## config.mk

```make
export PLATFORM = sky130hd
export DESIGN_NAME = irqc_cmd_seq
export DESIGN_NICKNAME = d
export VERILOG_FILES = /design/src/rtl/irqc_pkg.sv /design/src/rtl/irqc_init_fsm.sv /design/src/rtl/irqc_cmd_dec.sv /design/src/rtl/irqc_cmd_seq.sv
export SDC_FILE = /design/constraint.sdc
export NUM_CORES = 1
export LEC_CHECK = 0
export BUFFER_PORTS_ARGS = -buffer_cell sky130_fd_sc_hd__buf_2
export CAP_MARGIN = 20
export CORE_UTILIZATION = 52
export DETAILED_ROUTE_END_ITERATION = 10
export PLACE_DENSITY = 0.84
export SETUP_SLACK_MARGIN = 0.5
export SYNTH_ARGS = -nofsm -noshare
export SYNTH_HDL_FRONTEND = slang
export SYNTH_HIERARCHICAL = 1
export SYNTH_SLANG_ARGS = --single-unit
export TNS_END_PERCENT = 20
```

## constraint.sdc

```tcl
create_clock -name clk -period 2.9 [get_ports clk]
set_clock_uncertainty 0.15 [all_clocks]
set_input_delay 0.87 -clock clk [delete_from_list [all_inputs] [get_ports clk]]
set_output_delay 0.87 -clock clk [all_outputs]
set_load 0.005 [all_outputs]
```

## src/rtl/irqc_pkg.sv

```systemverilog
package irqc_pkg;
  typedef enum logic [1:0] {
    ST_RUN  = 2'd0,
    ST_VEC  = 2'd1,
    ST_CASC = 2'd2,
    ST_MODE = 2'd3
  } init_st_t;

  typedef enum logic [2:0] {
    OP_RAEOI0 = 3'd0,
    OP_EOI    = 3'd1,
    OP_NOP    = 3'd2,
    OP_SEOI   = 3'd3,
    OP_RAEOI1 = 3'd4,
    OP_REOI   = 3'd5,
    OP_SETPRI = 3'd6,
    OP_RSEOI  = 3'd7
  } op_code_t;
endpackage

```

## src/rtl/irqc_init_fsm.sv

```systemverilog
module irqc_init_fsm
  import irqc_pkg::*;
(
  input  logic     clk,
  input  logic     rst,
  input  logic     start,
  input  logic     want4,
  input  logic     dwr,
  output init_st_t st,
  output logic     ld_vec,
  output logic     ld_mode,
  output logic     ld_mask
);
  init_st_t st_q;
  logic     want4_q;

  always_ff @(posedge clk) begin
    if (rst) begin
      st_q    <= ST_RUN;
      want4_q <= 1'b0;
    end else if (start) begin
      st_q    <= ST_VEC;
      want4_q <= want4;
    end else if (dwr) begin
      case (st_q)
        ST_VEC:  st_q <= ST_CASC;
        ST_CASC: st_q <= want4_q ? ST_MODE : ST_RUN;
        ST_MODE: st_q <= ST_RUN;
        default: st_q <= ST_RUN;
      endcase
    end
  end

  assign st      = st_q;
  assign ld_vec  = dwr && (st_q == ST_VEC);
  assign ld_mode = dwr && (st_q == ST_MODE);
  assign ld_mask = dwr && (st_q == ST_RUN);
endmodule

```

## src/rtl/irqc_cmd_dec.sv

```systemverilog
module irqc_cmd_dec
  import irqc_pkg::*;
#(
  parameter int N_LINES = 8,
  localparam int LW = $clog2(N_LINES)
) (
  input  logic [N_LINES-1:0] wdata,
  input  logic               top_valid,
  input  logic [LW-1:0]      top_line,
  output logic [N_LINES-1:0] isr_clr,
  output logic               rot_we,
  output logic [LW-1:0]      rot_val,
  output logic               raeoi_we
);
  op_code_t      op;
  logic [LW-1:0] nline;

  assign op    = op_code_t'(wdata[N_LINES-1 -: 3]);
  assign nline = wdata[LW-1:0];

  always_comb begin
    isr_clr  = '0;
    rot_we   = 1'b0;
    rot_val  = '0;
    raeoi_we = 1'b0;
    case (op)
      OP_RAEOI0, OP_RAEOI1: raeoi_we = 1'b1;
      OP_EOI: if (top_valid) isr_clr = N_LINES'(1) << top_line;
      OP_REOI: if (top_valid) begin
        isr_clr = N_LINES'(1) << top_line;
        rot_we  = 1'b1;
        rot_val = top_line + LW'(1);
      end
      OP_SEOI: isr_clr = N_LINES'(1) << nline;
      OP_SETPRI: begin
        rot_we  = 1'b1;
        rot_val = nline + LW'(1);
      end
      OP_RSEOI: begin
        isr_clr = N_LINES'(1) << nline;
        rot_we  = 1'b1;
        rot_val = nline + LW'(1);
      end
      default: ;
    endcase
  end
endmodule

```

## src/rtl/irqc_cmd_seq.sv

```systemverilog
module irqc_cmd_seq
  import irqc_pkg::*;
#(
  parameter int             N_LINES     = 8,
  parameter bit             IS_SLAVE    = 1'b0,
  parameter logic [N_LINES-1:0] MASTER_KEEP = 8'hF8,
  parameter logic [N_LINES-1:0] SLAVE_KEEP  = 8'hDE,
  localparam int            LW          = $clog2(N_LINES)
) (
  input  logic               clk,
  input  logic               rst,
  input  logic               wr_en,
  input  logic               rd_en,
  input  logic               addr,
  input  logic               elr_sel,
  input  logic [N_LINES-1:0] wdata,
  input  logic [N_LINES-1:0] req_set,
  input  logic [N_LINES-1:0] ack_set,
  input  logic               win_valid,
  input  logic [LW-1:0]      win_line,
  input  logic               isr_top_valid,
  input  logic [LW-1:0]      isr_top_line,
  output logic [N_LINES-1:0] rdata,
  output logic               rd_valid,
  output logic               irq_out,
  output logic [N_LINES-1:0] mask_o,
  output logic [N_LINES-1:0] irr_o,
  output logic [N_LINES-1:0] isr_o,
  output logic [N_LINES-1:0] elcr_o,
  output logic [LW-1:0]      rot_base,
  output logic [N_LINES-1:0] vec_base,
  output logic               nested_o,
  output logic               aeoi_o,
  output logic               rot_aeoi_o,
  output logic               smask_o
);
  localparam logic [N_LINES-1:0] ELR_KEEP = IS_SLAVE ? SLAVE_KEEP : MASTER_KEEP;
  localparam logic [N_LINES-1:0] VEC_KEEP = ~N_LINES'(N_LINES - 1);
  localparam logic [N_LINES-1:0] NONE_WIN = N_LINES'(N_LINES - 1);

  logic [N_LINES-1:0] mask_q, irr_q, isr_q, elcr_q, vec_q, rdata_q;
  logic [LW-1:0]      rot_q;
  logic               nest_q, aeoi_q, raeoi_q, smask_q, rsel_q, poll_q;
  logic               rdv_q, irq_q;

  logic cw, dw, init_go, ctl_go, op_go, poll_rd;
  assign cw      = wr_en && !elr_sel && !addr;
  assign dw      = wr_en && !elr_sel && addr;
  assign init_go = cw && wdata[4];
  assign ctl_go  = cw && !wdata[4] && wdata[3];
  assign op_go   = cw && !wdata[4] && !wdata[3];
  assign poll_rd = rd_en && !elr_sel && poll_q;

  init_st_t st;
  logic     ld_vec, ld_mode, ld_mask;

  irqc_init_fsm u_fsm (
    .clk     (clk),
    .rst     (rst),
    .start   (init_go),
    .want4   (wdata[0]),
    .dwr     (dw),
    .st      (st),
    .ld_vec  (ld_vec),
    .ld_mode (ld_mode),
    .ld_mask (ld_mask)
  );

  logic [N_LINES-1:0] dec_clr;
  logic               dec_rot_we, dec_raeoi_we;
  logic [LW-1:0]      dec_rot_val;

  irqc_cmd_dec #(.N_LINES(N_LINES)) u_dec (
    .wdata     (wdata),
    .top_valid (isr_top_valid),
    .top_line  (isr_top_line),
    .isr_clr   (dec_clr),
    .rot_we    (dec_rot_we),
    .rot_val   (dec_rot_val),
    .raeoi_we  (dec_raeoi_we)
  );

  logic [N_LINES-1:0] op_clr, poll_clr;
  assign op_clr   = op_go ? dec_clr : '0;
  assign poll_clr = (poll_rd && win_valid) ? (N_LINES'(1) << win_line) : '0;

  always_ff @(posedge clk) begin
    if (rst || init_go) begin
      mask_q  <= '0;
      irr_q   <= '0;
      isr_q   <= '0;
      vec_q   <= '0;
      rot_q   <= '0;
      nest_q  <= 1'b0;
      aeoi_q  <= 1'b0;
      raeoi_q <= 1'b0;
      smask_q <= 1'b0;
      rsel_q  <= 1'b0;
      poll_q  <= 1'b0;
      irq_q   <= 1'b0;
    end else begin
      irr_q <= (irr_q & ~poll_clr) | req_set;
      isr_q <= (isr_q & ~op_clr & ~poll_clr) | ack_set;
      if (ld_mask) mask_q <= wdata;
      if (ld_vec)  vec_q  <= wdata & VEC_KEEP;
      if (ld_mode) begin
        nest_q <= wdata[4];
        aeoi_q <= wdata[1];
      end
      if (ctl_go && wdata[1]) rsel_q  <= wdata[0];
      if (ctl_go && wdata[6]) smask_q <= wdata[5];
      if (op_go && dec_raeoi_we) raeoi_q <= wdata[7];
      if (op_go && dec_rot_we)   rot_q   <= dec_rot_val;
      if (ctl_go && wdata[2]) poll_q <= 1'b1;
      else if (poll_rd)       poll_q <= 1'b0;
      irq_q <= (st == ST_RUN) && win_valid;
    end
  end

  always_ff @(posedge clk) begin
    if (rst) begin
      elcr_q  <= '0;
      rdata_q <= '0;
      rdv_q   <= 1'b0;
    end else begin
      if (wr_en && elr_sel) elcr_q <= wdata & ELR_KEEP;
      rdv_q <= rd_en;
      if (rd_en) begin
        if (elr_sel)      rdata_q <= elcr_q;
        else if (poll_q)  rdata_q <= win_valid ? N_LINES'(win_line) : NONE_WIN;
        else if (addr)    rdata_q <= mask_q;
        else if (rsel_q)  rdata_q <= isr_q;
        else              rdata_q <= irr_q;
      end
    end
  end

  assign rdata      = rdata_q;
  assign rd_valid   = rdv_q;
  assign irq_out    = irq_q;
  assign mask_o     = mask_q;
  assign irr_o      = irr_q;
  assign isr_o      = isr_q;
  assign elcr_o     = elcr_q;
  assign rot_base   = rot_q;
  assign vec_base   = vec_q;
  assign nested_o   = nest_q;
  assign aeoi_o     = aeoi_q;
  assign rot_aeoi_o = raeoi_q;
  assign smask_o    = smask_q;
endmodule

```

---- After elaboration in Yosys (flattened, before gate mapping) ----
Index checks and enable logic that the tools add are counted.
word-level totals
  register bits after elaboration ......... 56
  bits in latches ......................... 0
  RAM bits ................................ 0
  memory bits (read-only) ................. 0
  output and inout bits ................... 57
  word-level logic and storage cells ...... 93
  memories ................................ 0
operators by class
  add/subtract/negate cells ............... 2
  $mul .................................... 0
  div/mod/pow operators ................... 0
  magnitude comparators ................... 0
  equal/unequal tests ..................... 9
  shift-type cells ........................ 3
  muxes and demuxes ....................... 20
  bitwise operators ....................... 7
  reduce and logical (&&, ||, !) cells .... 34
operators with widths
  kind                                                 count
  2-to-1 mux 8 bit                                     7
  AND 8 bit                                            3
  << shifter 1 x 3 -> 8 bit, first input constant      3
  logical AND 1 bit                                    20
  inverter 8 bit                                       2
  bitwise OR 8 bit                                     2
  case mux 8 bit (2 select lines)                      1
  equality test 3 bit, second input constant           4
  OR reduction 2 bit                                   5
  adder 3 x 1 -> 3 bit, second input constant          2
  2-to-1 mux 1 bit                                     6
  2-to-1 mux 3 bit                                     2
  case mux 3 bit (2 select lines)                      1
  equality test 2 bit, second input constant           2
  logical NOT 1 bit                                    4
  case mux 2 bit (2 select lines)                      1
  nonzero test 2 bit                                   2
  equality test 3 x 1 -> 1 bit, second input constant  1
  equality test 3 x 2 -> 1 bit, second input constant  1
  logical NOT 3 bit                                    1
  equality test 2 x 1 -> 1 bit, second input constant  1
  logical NOT 2 bit                                    1
  2-to-1 mux 2 bit                                     1
  case mux 1 bit (2 select lines)                      1
  logical OR 1 bit                                     1

---- Longest topological paths before layout ----
Gate-level depths: netlist of run 1.
  depth after elaboration ................. 10
  gate-level depth with buffers ........... 7
  gate-level depth less buffers ........... 6

---- By module ----
Netlist of run 1, hierarchy kept.
by module, submodules not included
  module         instances  cells an instance  area each (µm²)  sequential area each (µm²)
  irqc_cmd_seq   1          291                2,512.4          1,061.0
  irqc_cmd_dec   1          55                 444.2            0.0
  irqc_init_fsm  1          22                 206.4            60.1

---- Worst setup path before layout of run 1 ----
Ideal clock, no wire load.
  path type ............................... input to register
  start point ............................. in addr
  end point ............................... reg mask_q[6], in the netlist mask_o[6]
  setup time .............................. 117 ps
  arrival time ............................ 2,332 ps
  data required time ...................... 2,633 ps
  slack ................................... 301 ps
  cell stages on the path ................. 7
  path through ............................ buf_2 > clkbuf_1 > and3b_1 > and2_1 > buf_1 > mux2i_1 > nor2_1
between the ends
  elaborated cells on any way between the ends .. 6
  classes of those cells .................. reduce/logical (6)
RTL lines
  element               RTL line             source
  start, declared       irqc_cmd_seq.sv:14   input logic addr,
  logical AND 1 bit     irqc_cmd_seq.sv:48   assign dw = wr_en && !elr_sel && addr;
  named net dw          irqc_cmd_seq.sv:46   logic cw, dw, init_go, ctl_go, op_go, poll_rd;
  logical AND 1 bit     irqc_init_fsm.sv:37  assign ld_mask = dwr && (st_q == ST_RUN);
  named net ld_mask     irqc_cmd_seq.sv:55   logic ld_vec, ld_mode, ld_mask;
  end signal, assigned  irqc_cmd_seq.sv:104  if (ld_mask) mask_q <= wdata;
  end, declared         irqc_cmd_seq.sv:41   logic [N_LINES-1:0] mask_q, irr_q, isr_q, elcr_q, vec_q, rdata_q;
The timed path passes the listed nets, and every way through them passes these cells.
A chain may end at the register's enable or synchronous reset.

---- Worst setup path in the final report of run 1 ----
  start point ............................. in addr
  end point ............................... reg mask_q[0], in the netlist mask_o[0]
Same word-level chain as after synthesis.

==> results.yml, run 1 <==
status:
  status: "finished clean"
layout:
  insertedDiodeCount: 0
  final-instance-count-excl-fill: 514
  fill_cells: 520
  register_area_sq_mm: 0.001121
  multi_input_area_sq_mm: 0.001757
  area_growth_syn_to_layout_pct: 15.55
  final_nets: 492
  post_route_cells_drive_above_1_share_pct: 25.51
worst_setup_path:
  cp_max_fo: 20
  crit-reg2reg-capture: "mask_o[0]"
  worst_setup_path_start_kind: "input port"
  reg2reg_slack_ns: 1.26
  crit_type: "in -> reg"
  r2r-start: "u_fsm/st[0]"
  worst_r2r_path_depth: 5
  critical_path.endpoint: "mask_o[0]"
  end_kind: "flip-flop"
  worstSetupStartpoint: "addr"
  critPathRequiredTime_ns: 2.96
  data_arrival_time_of_the_worst_path_ns: 2.25
global_route:
  vias_in_the_first_global_route: 2627
  antenna_violations_before_repair: 0
  grt_usage_pct: 25.14
  global_route_wire_length_before_repair_um: 12480
  grt_overflow_total: 0
  grt_max_degree: 26
yosys:
  synthesis.area_per_instance_sq_um: 8.595
  seq_area_frac_synth_pct: 35.44
  synth_top_family_by_area: "simple AND/OR/NAND/NOR gates"
  synthXorXnorAreaFrac_pct: 0
  synth_warnings: 6
  synthTopCellsByArea: "dfxtp_1 (35%), ha_1 (6.3%), mux2i_1 (5.4%), a21oi_1 (3.3%), inv_1 (3.2%)"
  postSynth.topFlopCell: "dfxtp_1"
  post-synth-top-area-fraction_pct: 35.44
  synth_top_cells_by_count: "dfxtp_1 (56), inv_1 (27), nor2_1 (26)"
  netlist-cell-type-count: 52
  adder_cell_area_share_of_the_yosys_netlist_pct: 6.329
  synth_compound_area_share_pct: 17.72
  synth.area.mux_share_pct: 7.516
  synth_cells: 368
  yosysTopAreaCell: "dfxtp_1"
  post-synth-top-count-cell: "dfxtp_1"
  post_synth_edffs: 0
  syn_area_sq_mm: 0.003163
  asyncSetResetFlopFracSynth_pct: 0
  synth-seq-cells: 56
  synth_simple_gate_area_share_pct: 23.26
pwr:
  power_report.internal_total_mw: 1.174
  p_sw_uw: 429.6
  power_leakage_nw: 1.656
  power_frac_comb_pct: 15.7
  share_seq_of_total_power_pct: 51.9
  clock_power_share_pct: 32.4
  cellPowerDensity_mw_per_mm2: 438.8
  vdd_drop_max_v: 0.0002857
  power_switching_share_pct: 26.79
timing:
  finalHoldViolations: 0
  finalWorstPathRequiredPeriod_ns: 2.195
  worst-slew-pin-transition_ns: 0.6466
  setup_repair_after_global_routing_missed_its_margin: "false"
  setup_total_negative_slack_ns: 0
  finalCritPeriodShare_pct: 75.68
  finalSetupViolCount: 0
  maxSlewHeadroom_pct: 56.73
  fmaxAchievable_mhz: 455.6
  drv_slew: 0
route:
  drt_pre_antenna_iters: 5
  drt-vias-per-instance: 5.733
  vias: 2947
  drcViolationCount: 0
  totalWireLength_um: 8016
  ant_nets: 0
  avgRoutedWirePerCell_um: 15.60
  drt_iter0_markers: 172
clock_network:
  cts_root_buffer: "clkbuf_8"
  post_cts.repair.setup_buffers: 0
  cts.sinks: 56
  cts-resized-gates: 0
  cts_tree: "yes"
  htreeDepth: 2
  clk_path_buf_depth: 2
  cts_made_buffers: 5
  cts.hold.buffers_added: 0
  worst_setup_hold_path_clk_slew_ns: 0.11
  clock_latency_ns: 0.31
floorplan:
  start_util_pct: 53.74
  fp.dieW_um: 79.99
  rows: 28
  ios: 95
  die-area_sq_mm: 0.006398
  core_box_area_sq_mm: 0.005886
  die_h_um: 79.99
hold_path:
  hold_class: "reg -> reg"
  min_from: "rdata[1]"
placed_design:
  place_inst: 506
  routabilityCongestion: 0.8053
  numPortBuffers: 88
  post-dp-hpwl_um: 5948
job:
  cap_violations: 0
[placed cells by master (no fill, tap or decap), types with 4 or more instances in the layout]
master and instances:
a21oi_1 21, a311oi_1 6, and3_1 8, buf_2 88
buf_4 4, clkbuf_8 5, conb_1 6, dfxtp_1 56
ha_1 16, inv_1 27, mux2_2 6, mux2i_1 17
nand2_1 24, nand2b_1 11, nand3_1 16, nand3b_1 5
nand4_1 6, nor2_1 26, nor2b_1 11, o2111ai_1 5
o211ai_1 6, o21ai_0 15, o31ai_1 11
[per-stage QoR]
stage | power, mW | setup WS, ns | area (sq um) | utilization [%] | hold slack (ns)
finish | 1.604 | 0.7053 | 3655 | 62.10 | 0.3221
detailed placement | 1.098 | 0.4249 | 3543 | 60.20 | 0.2961
global placement | 1.089 | 0.4992 | 3543 | 60.20 | 0.2999
CTS | 1.608 | 0.7386 | 3655 | 62.10 | 0.3212
global route | 1.671 | 0.6036 | 3655 | 62.10 | 0.3497
floorplan | 1.001 | 0.5219 | 3184 | - | 0.2995
[routing by layer]
layer | GRT usage (%) | wire, um | vias to the layer above
li1 | - | - | 1425
met1 | 32.87 | 3530 | 1370
met2 | 41.45 | 3763 | 132
met3 | 4.229 | 551 | 20
met4 | 8.929 | 170 | 0
met5 | 0 | 0 | -
[cell families (layout without fill, tap and decap cells)]
logic type | after synthesis | count (layout)
AO/OA/AOI/OAI | 83 | 83
buffers and inverters | 61 | 127
adder cells (fa/ha/maj) | 16 | 16
multiplexers | 23 | 23
other | 1 | 6
AND/OR/NAND/NOR | 128 | 128
flip-flops | 56 | 56
[worst min path at each step]
stage               depth (start not counted)         to  slack [ns]
floorplan                                   2   rdata[0]        0.30
global placement                            2   rdata[1]        0.30
detailed placement                          2   rdata[1]        0.30
CTS                                         2   rdata[1]        0.32
global route                                2  elcr_o[4]        0.35
finish                                      2   rdata[1]        0.32
[critical path, cell delays in order]
cell and delay (ns):
buf_2 0.27, and3b_1 0.33, and2_1 0.47, mux2i_1 0.25
nor2_1 0.05
[cell type report]
class	count	share of cell area (%)
sequential	56	30.67
tap	75	2.568
clock inverter	2	1.061
inverter	27	2.773
timing repair buffer	92	12.87
clock buffer	6	1.986
multi-input combinational	256	48.07
[registers in the layout, summed over array words and instances, names as in the netlist, 2 cells and up]
register  flops
elcr_o        5
irr_o         8
isr_o         8
mask_o        8
rdata         8
rot_base      3
u_fsm/st      2
vec_base      5
[power groups by stage]
stage | combinational [mW] | sequential (mW) | clock [mW]
floorplan | 0.154 | 0.846 | 0
global placement | 0.242 | 0.847 | 0
detailed placement | 0.249 | 0.849 | 0
CTS | 0.250 | 0.831 | 0.526
global route | 0.281 | 0.836 | 0.554
finish | 0.252 | 0.832 | 0.520
(Power assumes the default switching activity.)
==> run 2: changes to the inputs <==
--- a/config.mk
+++ b/config.mk
@@ -5,11 +5,12 @@
 export SDC_FILE = /design/constraint.sdc
 export NUM_CORES = 1
 export LEC_CHECK = 0
+export ABC_AREA = 1
 export BUFFER_PORTS_ARGS = -buffer_cell sky130_fd_sc_hd__buf_2
 export CAP_MARGIN = 20
-export CORE_UTILIZATION = 52
+export CORE_UTILIZATION = 51
 export DETAILED_ROUTE_END_ITERATION = 10
-export PLACE_DENSITY = 0.84
+export PLACE_DENSITY = 0.83
 export SETUP_SLACK_MARGIN = 0.5
 export SYNTH_ARGS = -nofsm -noshare
 export SYNTH_HDL_FRONTEND = slang
==> constraint.sdc (replaced) <==
create_clock -name clk -period 2.1 [get_ports clk]
set_clock_uncertainty 0.15 [all_clocks]
set_input_delay 0.63 -clock clk [delete_from_list [all_inputs] [get_ports clk]]
set_output_delay 0.63 -clock clk [all_outputs]
set_load 0.005 [all_outputs]
==> run 2 against run 1 <==
Non-clock buffer count grew 2. Clock power is 14% higher. Area after synthesis down 3.1%. Critical path type is now reg -> out. Sequential cell count unchanged. Clock-buffer cell count unchanged. Worst hold slack worse by 0.0054 ns. Global-route usage rose by 0.81 points. Final cell count increased by 21%. Cell area grew 3.4%. Combinational power rose by 50%. First-iteration DRC count rose by 33%. Via count up 9.6%.
==> results.yml, run 2 <==
clock_network:
  cts_made_buffers: 5
  htreeDepth: 2
  worst_setup_hold_path_clk_slew_ns: 0.10
  clk_path_buf_depth: 2
  cts.sinks: 56
  clock_latency_ns: 0.30
  cts_root_buffer: "clkbuf_8"
  cts_tree: "yes"
  cts.hold.buffers_added: 0
  post_cts.repair.setup_buffers: 0
worst_setup_path:
  critPathRequiredTime_ns: 1.32
  worst_setup_path_start_kind: "flip-flop"
  timing.critical_path.max_delay_family: "flip-flops"
  worst_path_slowest_cell: "dfxtp_1"
  path_cells: "buf_2"
  crit_type: "reg -> out"
  data_arrival_time_of_the_worst_path_ns: 0.83
  end_kind: "primary output"
  cp_max_fo: 3
  delay_of_the_slowest_cell_on_the_worst_path_ns: 0.39
  cp_num_buf_inv: 1
job:
  cap_violations: 0
layout:
  fill_cells: 505
  layout_common_cells: "nand2_1 (89), buf_2 (82), nor2_1 (73), inv_1 (69), a21oi_1 (56)"
  layout.cells.most_common: "nand2_1"
  insertedDiodeCount: 0
  post_route_cells_drive_above_1_share_pct: 23.01
  cell_area_after_layout_sq_mm: 0.003777
  area_growth_syn_to_layout_pct: 23.27
  final_nets: 605
status:
  status: "finished clean"
hold_path:
  hold_class: "reg -> reg"
placed_design:
  placement.setup.worst_slack_ns: 0.08711
  post-dp-hpwl_um: 6239
  routabilityCongestion: 0.8899
  numPortBuffers: 88
  postPlaceCellArea_sq_mm: 0.003582
floorplan:
  die-area_sq_mm: 0.006322
  die_h_um: 79.51
  rows: 27
  core_box_area_sq_mm: 0.005642
  ios: 95
  fp.dieW_um: 79.51
  start_util_pct: 54.31
yosys:
  synth-seq-cells: 56
  seq_area_frac_synth_pct: 36.59
  asyncSetResetFlopFracSynth_pct: 0
  synth_warnings: 6
  synthesis.area_per_instance_sq_um: 6.618
  synth_top_cells_by_count: "nand2_1 (92), nor2_1 (74), inv_1 (70)"
  yosysTopAreaCell: "dfxtp_1"
  post-synth-top-area-fraction_pct: 36.59
  syn_area_sq_mm: 0.003064
  synth_cells: 463
  post_synth_edffs: 0
  post-synth-top-count-cell: "nand2_1"
  synthTopCellsByArea: "dfxtp_1 (37%), nand2_1 (11%), a21oi_1 (9.1%), nor2_1 (9.1%), inv_1 (8.6%)"
  postSynth.topFlopCell: "dfxtp_1"
  netlist-cell-type-count: 26
global_route:
  grt_max_degree: 22
  grt_overflow_total: 0
  vias_in_the_first_global_route: 2899
  global_route_wire_length_before_repair_um: 12860
  antenna_violations_before_repair: 0
  grt_usage_pct: 25.95
timing:
  finalCritPeriodShare_pct: 76.64
  setup_repair_after_global_routing_missed_its_margin: "true"
  finalHoldViolations: 0
  setup_total_negative_slack_ns: 0
  fmaxAchievable_mhz: 621.3
  finalWorstPathRequiredPeriod_ns: 1.610
  finalSetupViolCount: 0
  drv_slew: 0
  final_critical_path_setup_slack_ns: 0.4905
route:
  drcViolationCount: 0
  drt_iter0_markers: 228
  vias: 3229
  totalWireLength_um: 8093
  drt_pre_antenna_iters: 5
  avgRoutedWirePerCell_um: 12.97
  drt-vias-per-instance: 5.175
  ant_nets: 0
pwr:
  vdd_drop_max_v: 0.0003334
  p_sw_uw: 612.6
  power_frac_comb_pct: 18.0
  clock_power_share_pct: 28.0
  cellPowerDensity_mw_per_mm2: 559.4
  power_report.internal_total_mw: 1.500
  power_leakage_nw: 1.870
  power_switching_share_pct: 28.99
  share_seq_of_total_power_pct: 54.0
## run 2: per-layer routing
layer  vias up  track usage, %  routed length (um)
met3         8           5.486                 631
met2       147           43.50                3970
met1      1458           33.24                3421
li1       1616               -                   -
met5         -               0                   0
met4         0           7.636                  70
## run 2: final cells by class
cell class	count	area (sq um)	share of cell area [%]
tap	72	90.09	2.385
clock inverter	2	16.27	0.4306
sequential	56	1125	29.78
timing repair buffer	94	538.0	14.24
timing repair inverter	1	7.507	0.1987
multi-input combinational	317	1633	43.23
clock buffer	6	72.57	1.921
inverter	76	295.3	7.817
## run 2: metrics by stage
step	hold slack (ns)	instances	utilization, %	power, mW
floorplan	0.3027	468	-	1.374
global placement	0.2968	615	63.50	1.511
detailed placement	0.3046	615	63.50	1.521
CTS	0.3206	623	65.31	2.101
global route	0.3424	624	66.96	2.215
finish	0.3167	624	66.96	2.113
## run 2: path summary, 6_finish.rpt
kind	slack, ns	from	cells after the start	endpoint
setup / recovery	0.49	mask_o[6]	1	mask_o[6]
hold / removal	0.32	vec_base[7]	2	vec_base[7]
setup reg to reg	0.63	u_fsm/st[1]	6	mask_o[5]
hold reg to reg	0.32	vec_base[7]	2	vec_base[7]
## run 2: power groups by stage
stage               logic, mW  clock network [mW]  registers (mW)
floorplan               0.209                   0            1.16
global placement        0.346                   0            1.17
detailed placement      0.355                   0            1.17
CTS                     0.360               0.600            1.14
global route            0.428               0.641            1.15
finish                  0.379               0.591            1.14
## run 2: cells by family after synthesis
family	after synthesis	synth area share (%)
buf+inv	95	13.64
other cells	1	0.1224
simple gates	206	28.05
compound gates	89	15.07
flops	56	36.59
fa+ha+maj	16	6.533
## run 2: what timing repair did
| action | in CTS | in global routing |
|---|---|---|
| resized for setup | 3 | 24 |
| gates cloned | 0 | 1 |
| endpoints found under the setup margin | 5 | 45 |
| pin swaps | 0 | 7 |
| hold endpoints to repair | 0 | 0 |
